File: config.mk
export PLATFORM = sky130hd
export DESIGN_NAME = xu_exec2
export DESIGN_NICKNAME = d
export VERILOG_FILES = /design/src/rtl/xu_pkg.sv /design/src/rtl/xu_opnd_sel.sv /design/src/rtl/xu_alu.sv /design/src/rtl/xu_exec2.sv
export SDC_FILE = /design/constraint.sdc
export NUM_CORES = 2
export LEC_CHECK = 0
export ABC_AREA = 1
export CAP_MARGIN = 5
export CORE_AREA = 2 2 207 209
export CTS_BUF_LIST = sky130_fd_sc_hd__clkbuf_8
export DETAILED_ROUTE_END_ITERATION = 7
export DIE_AREA = 0 0 209 211
export DONT_BUFFER_PORTS = 1
export GPL_ROUTABILITY_DRIVEN = 0
export PLACE_DENSITY = 0.7
export SKIP_CTS_REPAIR_TIMING = 1
export SLEW_MARGIN = 20
export SYNTH_ARGS = -nofsm -noshare
export SYNTH_HDL_FRONTEND = slang
export SYNTH_SLANG_ARGS = --single-unit
File: constraint.sdc
create_clock -name clk -period 7.95 [get_ports clk]
set_clock_uncertainty 0.1 [all_clocks]
set_input_delay 0.795 -clock clk [delete_from_list [all_inputs] [get_ports clk]]
set_output_delay 0.795 -clock clk [all_outputs]
set_load 0.02 [all_outputs]
File: src/rtl/xu_pkg.sv
package xu_pkg;

    typedef enum logic [3:0] {
        OPC_ADD   = 4'd0,
        OPC_SUB   = 4'd1,
        OPC_MUL   = 4'd2,
        OPC_AND   = 4'd3,
        OPC_OR    = 4'd4,
        OPC_XOR   = 4'd5,
        OPC_ADDI  = 4'd6,
        OPC_SUBI  = 4'd7,
        OPC_MOVK  = 4'd8,
        OPC_AGENI = 4'd9,
        OPC_AGENR = 4'd10
    } xu_opc_e;

    typedef enum logic [2:0] {
        FN_ADD = 3'd0,
        FN_SUB = 3'd1,
        FN_MUL = 3'd2,
        FN_AND = 3'd3,
        FN_OR  = 3'd4,
        FN_XOR = 3'd5
    } xu_fn_e;

endpackage

File: src/rtl/xu_opnd_sel.sv
module xu_opnd_sel
    import xu_pkg::*;
#(
    parameter int DW = 32
) (
    input  logic [3:0]    op,
    input  logic [DW-1:0] a,
    input  logic [DW-1:0] b,
    input  logic [DW-1:0] lit,
    output logic [DW-1:0] x,
    output logic [DW-1:0] y,
    output xu_fn_e        fn,
    output logic          legal,
    output logic          set_z,
    output logic          is_addr
);

    always_comb begin
        x       = a;
        y       = b;
        fn      = FN_ADD;
        legal   = 1'b1;
        set_z   = 1'b0;
        is_addr = 1'b0;
        case (xu_opc_e'(op))
            OPC_ADD:   begin fn = FN_ADD; set_z = 1'b1; end
            OPC_SUB:   begin fn = FN_SUB; set_z = 1'b1; end
            OPC_MUL:   begin fn = FN_MUL; set_z = 1'b1; end
            OPC_AND:   fn = FN_AND;
            OPC_OR:    fn = FN_OR;
            OPC_XOR:   fn = FN_XOR;
            OPC_ADDI:  begin y = lit; fn = FN_ADD; set_z = 1'b1; end
            OPC_SUBI:  begin y = lit; fn = FN_SUB; set_z = 1'b1; end
            OPC_MOVK:  begin x = lit; y = '0; fn = FN_ADD; end
            OPC_AGENI: begin y = lit; fn = FN_ADD; is_addr = 1'b1; end
            OPC_AGENR: begin fn = FN_ADD; is_addr = 1'b1; end
            default:   legal = 1'b0;
        endcase
    end

endmodule

File: src/rtl/xu_alu.sv
module xu_alu
    import xu_pkg::*;
#(
    parameter int DW = 32
) (
    input  xu_fn_e        fn,
    input  logic [DW-1:0] x,
    input  logic [DW-1:0] y,
    output logic [DW-1:0] res,
    output logic          is_zero
);

    logic [DW-1:0] sum;
    logic [DW-1:0] prod;

    // one adder serves add and subtract through operand inversion
    logic          do_sub;
    assign do_sub = (fn == FN_SUB);
    assign sum    = x + (do_sub ? ~y : y) + {{(DW-1){1'b0}}, do_sub};
    assign prod   = x * y;

    always_comb begin
        case (fn)
            FN_ADD:  res = sum;
            FN_SUB:  res = sum;
            FN_MUL:  res = prod;
            FN_AND:  res = x & y;
            FN_OR:   res = x | y;
            FN_XOR:  res = x ^ y;
            default: res = '0;
        endcase
    end

    assign is_zero = (res == '0);

endmodule

File: src/rtl/xu_exec2.sv
module xu_exec2
    import xu_pkg::*;
#(
    parameter int DW = 32,
    parameter int TW = 4
) (
    input  logic          clk,
    input  logic          rst_n,
    input  logic          flush,
    input  logic          in_valid,
    input  logic [3:0]    in_op,
    input  logic [DW-1:0] in_a,
    input  logic [DW-1:0] in_b,
    input  logic [DW-1:0] in_lit,
    input  logic [TW-1:0] in_tag,
    output logic          out_valid,
    output logic [DW-1:0] out_value,
    output logic [TW-1:0] out_tag,
    output logic          out_zero,
    output logic          out_is_addr
);

    typedef struct packed {
        logic          valid;
        xu_fn_e        fn;
        logic [DW-1:0] x;
        logic [DW-1:0] y;
        logic [TW-1:0] tag;
        logic          set_z;
        logic          is_addr;
    } ex1_t;

    typedef struct packed {
        logic          valid;
        logic [DW-1:0] value;
        logic [TW-1:0] tag;
        logic          zero;
        logic          is_addr;
    } ex2_t;

    ex1_t ex1_d, ex1_q;
    ex2_t ex2_d, ex2_q;

    logic [DW-1:0] sel_x, sel_y;
    xu_fn_e        sel_fn;
    logic          sel_legal, sel_set_z, sel_is_addr;
    logic [DW-1:0] alu_res;
    logic          alu_zero;

    xu_opnd_sel #(.DW(DW)) u_sel (
        .op      (in_op),
        .a       (in_a),
        .b       (in_b),
        .lit     (in_lit),
        .x       (sel_x),
        .y       (sel_y),
        .fn      (sel_fn),
        .legal   (sel_legal),
        .set_z   (sel_set_z),
        .is_addr (sel_is_addr)
    );

    xu_alu #(.DW(DW)) u_alu (
        .fn      (ex1_q.fn),
        .x       (ex1_q.x),
        .y       (ex1_q.y),
        .res     (alu_res),
        .is_zero (alu_zero)
    );

    always_comb begin
        ex1_d = '0;
        if (!flush && in_valid && sel_legal) begin
            ex1_d.valid   = 1'b1;
            ex1_d.fn      = sel_fn;
            ex1_d.x       = sel_x;
            ex1_d.y       = sel_y;
            ex1_d.tag     = in_tag;
            ex1_d.set_z   = sel_set_z;
            ex1_d.is_addr = sel_is_addr;
        end

        ex2_d = '0;
        if (!flush && ex1_q.valid) begin
            ex2_d.valid   = 1'b1;
            ex2_d.value   = alu_res;
            ex2_d.tag     = ex1_q.tag;
            ex2_d.zero    = ex1_q.set_z & alu_zero;
            ex2_d.is_addr = ex1_q.is_addr;
        end
    end

    always_ff @(posedge clk) begin
        if (!rst_n) begin
            ex1_q <= '0;
            ex2_q <= '0;
        end else begin
            ex1_q <= ex1_d;
            ex2_q <= ex2_d;
        end
    end

    assign out_valid   = ex2_q.valid;
    assign out_value   = ex2_q.value;
    assign out_tag     = ex2_q.tag;
    assign out_zero    = ex2_q.zero;
    assign out_is_addr = ex2_q.is_addr;

    // accepted instruction enters EX1, then moves to EX2 with its tag
    a_r2_enter_ex1: assert property (@(posedge clk) disable iff (!rst_n)
        (in_valid && sel_legal && !flush) |=> ex1_q.valid);
    a_r2_advance: assert property (@(posedge clk) disable iff (!rst_n)
        (ex1_q.valid && !flush) |=> (out_valid && out_tag == $past(ex1_q.tag)));

    // illegal opcodes and bubbles never occupy a stage
    a_r7_no_illegal: assert property (@(posedge clk) disable iff (!rst_n)
        (!in_valid || !sel_legal) |=> !ex1_q.valid);
    a_r7_bubble_quiet: assert property (@(posedge clk) disable iff (!rst_n)
        !out_valid |-> (out_value == '0 && out_tag == '0 && !out_zero && !out_is_addr));

    // flush empties both stages at the next edge
    a_r8_flush_clears: assert property (@(posedge clk) disable iff (!rst_n)
        flush |=> (!ex1_q.valid && !out_valid));

    // zero indication only with a zero value, never on an address
    a_r6_zero_value: assert property (@(posedge clk) disable iff (!rst_n)
        out_zero |-> (out_valid && out_value == '0 && !out_is_addr));

endmodule

==> impl_metrics.toml <==
[grt]
track_usage = 0.370
grt_pass1_vias = 22700
gr-usage-met3 = 0.0920
top_usage_layer = "met2"
use_met1 = 0.465
antenna_found_initial = 5
grt_pass1_wl_mm = 124
grt_max_degree = 41
grtUsageMet2 = 0.577
grt-ovfl-total = 0

[synthesis]
async_flop_share = 0
synth_top_family_by_area = "adder cells"
ys_ff_latch = 113
yosysUniqueCellTypes = 52
synthAdderAreaFrac = 0.446
synth_simple_gate_area_frac = 0.207
synth.most_common_cell = "inv_1"
synthMuxAreaShare = 0
synthFlopType = "dfxtp_1"
synth-compound-area-share = 0.0626
yosysWarnings = 0
yosysSeqAreaShare = 0.0926
synth_top_area_frac = 0.335
synth.largest_area_cell = "fa_1"
syn_inst = 3343
syn_area_sq_mm = 0.0244
synthTopCellsByCount = "inv_1, nand2_1, fa_1"
synth_area_leaders = "fa_1, inv_1, nand2_1, ha_1, dfxtp_1"
postSynthAreaPerCell_sq_um = 7.31
synth_fp_nets = 4077
synth_xor_area_frac = 0.0325
synth_edf_count = 0

[sta]
drv_slew = 0
setup_viol = 0
clock.fmax_mhz = 129
period_minus_slack_ns = 7.72
rsz0062_at_grt = "false"
worst_pin_slew_ns = 1.04
relSlewSlack = 0.308
setup_tns_ns = 0
hold_ws_ns = 0.317
finalHoldViolCount = 0
fin_crit_sh = 0.972

[min_path]
hp-class = "reg2reg"

[clock_network]
cts_sinks = 113
clock-root-buffer = "clkbuf_8"
clk_pin_slew_ns = 0.09
cts_tree = "done"
htreeDepth = 4
cts_made_buffers = 17
cts.path.max_buffers = 2
clk_latency_ns = 0.50

[power]
cellPowerDensity_mw_per_mm2 = 54.9
peakVddDrop_mv = 0.171
p_leak_nw = 14.9

[placed_design]
place_area_sq_mm = 0.0253
dp.cells = 3836
dp_hpwl_mm = 64.6
io_buffers = 0

[critical_path]
cpMostUsedCell = "fa_1"
slowest_delay_ns = 0.84
crit_slowest_cell = "dfxtp_1"
crit_arrival_ns = 8.05
critPathKind = "reg2reg"
worstPathMaxFanout = 11
crit_path_start_kind = "flip-flop"
required_ns = 8.27
cp-end-kind = "flip-flop"

[final_layout]
fin_nets = 4050
final_cells = 3869
drive_above_1_share = 0.0538
nFillCells = 3719
finalInstanceArea_sq_mm = 0.0257
syn_to_final_growth_pct = 5.33
fin_util = 0.616

[detailed_routing]
wl_mm = 78.7
wire_per_inst_um = 20.3
drc = 0
drt_iter0_drc = 2238
num_vias = 21900
firstDrtPassIters = 6
routed_via_density = 5.66
ant_nets = 0

[floorplan]
start_util = 0.585
die_area_sq_mm = 0.0441
fp.dieH_um = 211
die_x_um = 209
ios = 147
num_rows = 75
core_area_sq_mm = 0.0418

[run]
maxCapViolCount = 0

[outcome]
status = "completed"
cell usage in the layout (no fill, tap or decap), types with 31 or more instances in the layout:
cell type / Yosys / layout
a21oi_1: 123 / 122
buf_4: 6 / 98
dfxtp_1: 113 / 103
fa_1: 409 / 409
ha_1: 217 / 217
inv_1: 863 / 865
nand2_1: 764 / 764
nand3_1: 165 / 165
nor2_1: 216 / 216
o21ai_0: 83 / 82
xnor2_1: 31 / 31
xor2_1: 56 / 56
worst max-delay path: cells and delay by family, from the launching register on:
family,cells,cell delay [ns]
fa+ha+maj,9,4.27
compound gates,5,1.19
simple gates,6,0.92
flops,1,0.84
buf+inv,5,0.35
area by class of cell:
class / count / area [sq um] / share of cell area
Timing Repair Buffer: 104 / 856 / 0.0333
Clock inverter: 15 / 138 / 0.00535
Tap cell: 539 / 674 / 0.0262
Clock buffer: 17 / 234 / 0.00909
Antenna cell: 1 / 2.50 / 0.0000973
Inverter: 869 / 3270 / 0.127
Sequential cell: 113 / 2270 / 0.0884
Multi-Input combinational cell: 2211 / 18300 / 0.711
per-layer routing:
layer  part of all wire  up-vias
li1                   -     9779
met1               0.37    10400
met2               0.43     1362
met3               0.12      338
met4              0.074        2
met5            0.00017        -
state kept, by name, indices dropped and copies added, names as in the netlist:
name,flops
out_is_addr,1
out_zero,1
out_value,32
ex1_q,74
out_tag,4
out_valid,1
kinds of logic after synthesis:
| logic type | after synthesis |
|---|---|
| and+or+nand+nor | 1225 |
| buffers and inverters | 1019 |
| adders and majority gates | 626 |
| AOI/OAI and AO/OA | 271 |
| DFF | 113 |
| xor gates and xnor gates | 89 |
report_power, final:
| part | switching, mW | leakage [nW] | internal (mW) |
|---|---|---|---|
| logic | 0.162 | 13.8 | 0.0821 |
| clock network | 0.304 | 0.187 | 0.250 |
| registers | 0.0396 | 0.919 | 0.575 |
path summary, 6_finish.rpt:
path	startpoint	endpoint	slack [ns]	cells after the start
hold / removal	ex1_q[2]	out_tag[0]	0.32	2
setup reg to reg	ex1_q[9]	out_zero	0.23	25
setup / recovery	ex1_q[9]	out_zero	0.23	25
hold reg to reg	ex1_q[2]	out_tag[0]	0.32	2
through the flow:
step                power, mW  worst slack [ns]
floorplan               0.761              1.12
global placement        0.855             0.198
detailed placement      0.860             0.161
CTS                      1.40             0.141
global route             1.45            0.0117
finish                   1.41             0.226
(Power assumes the default switching activity.)
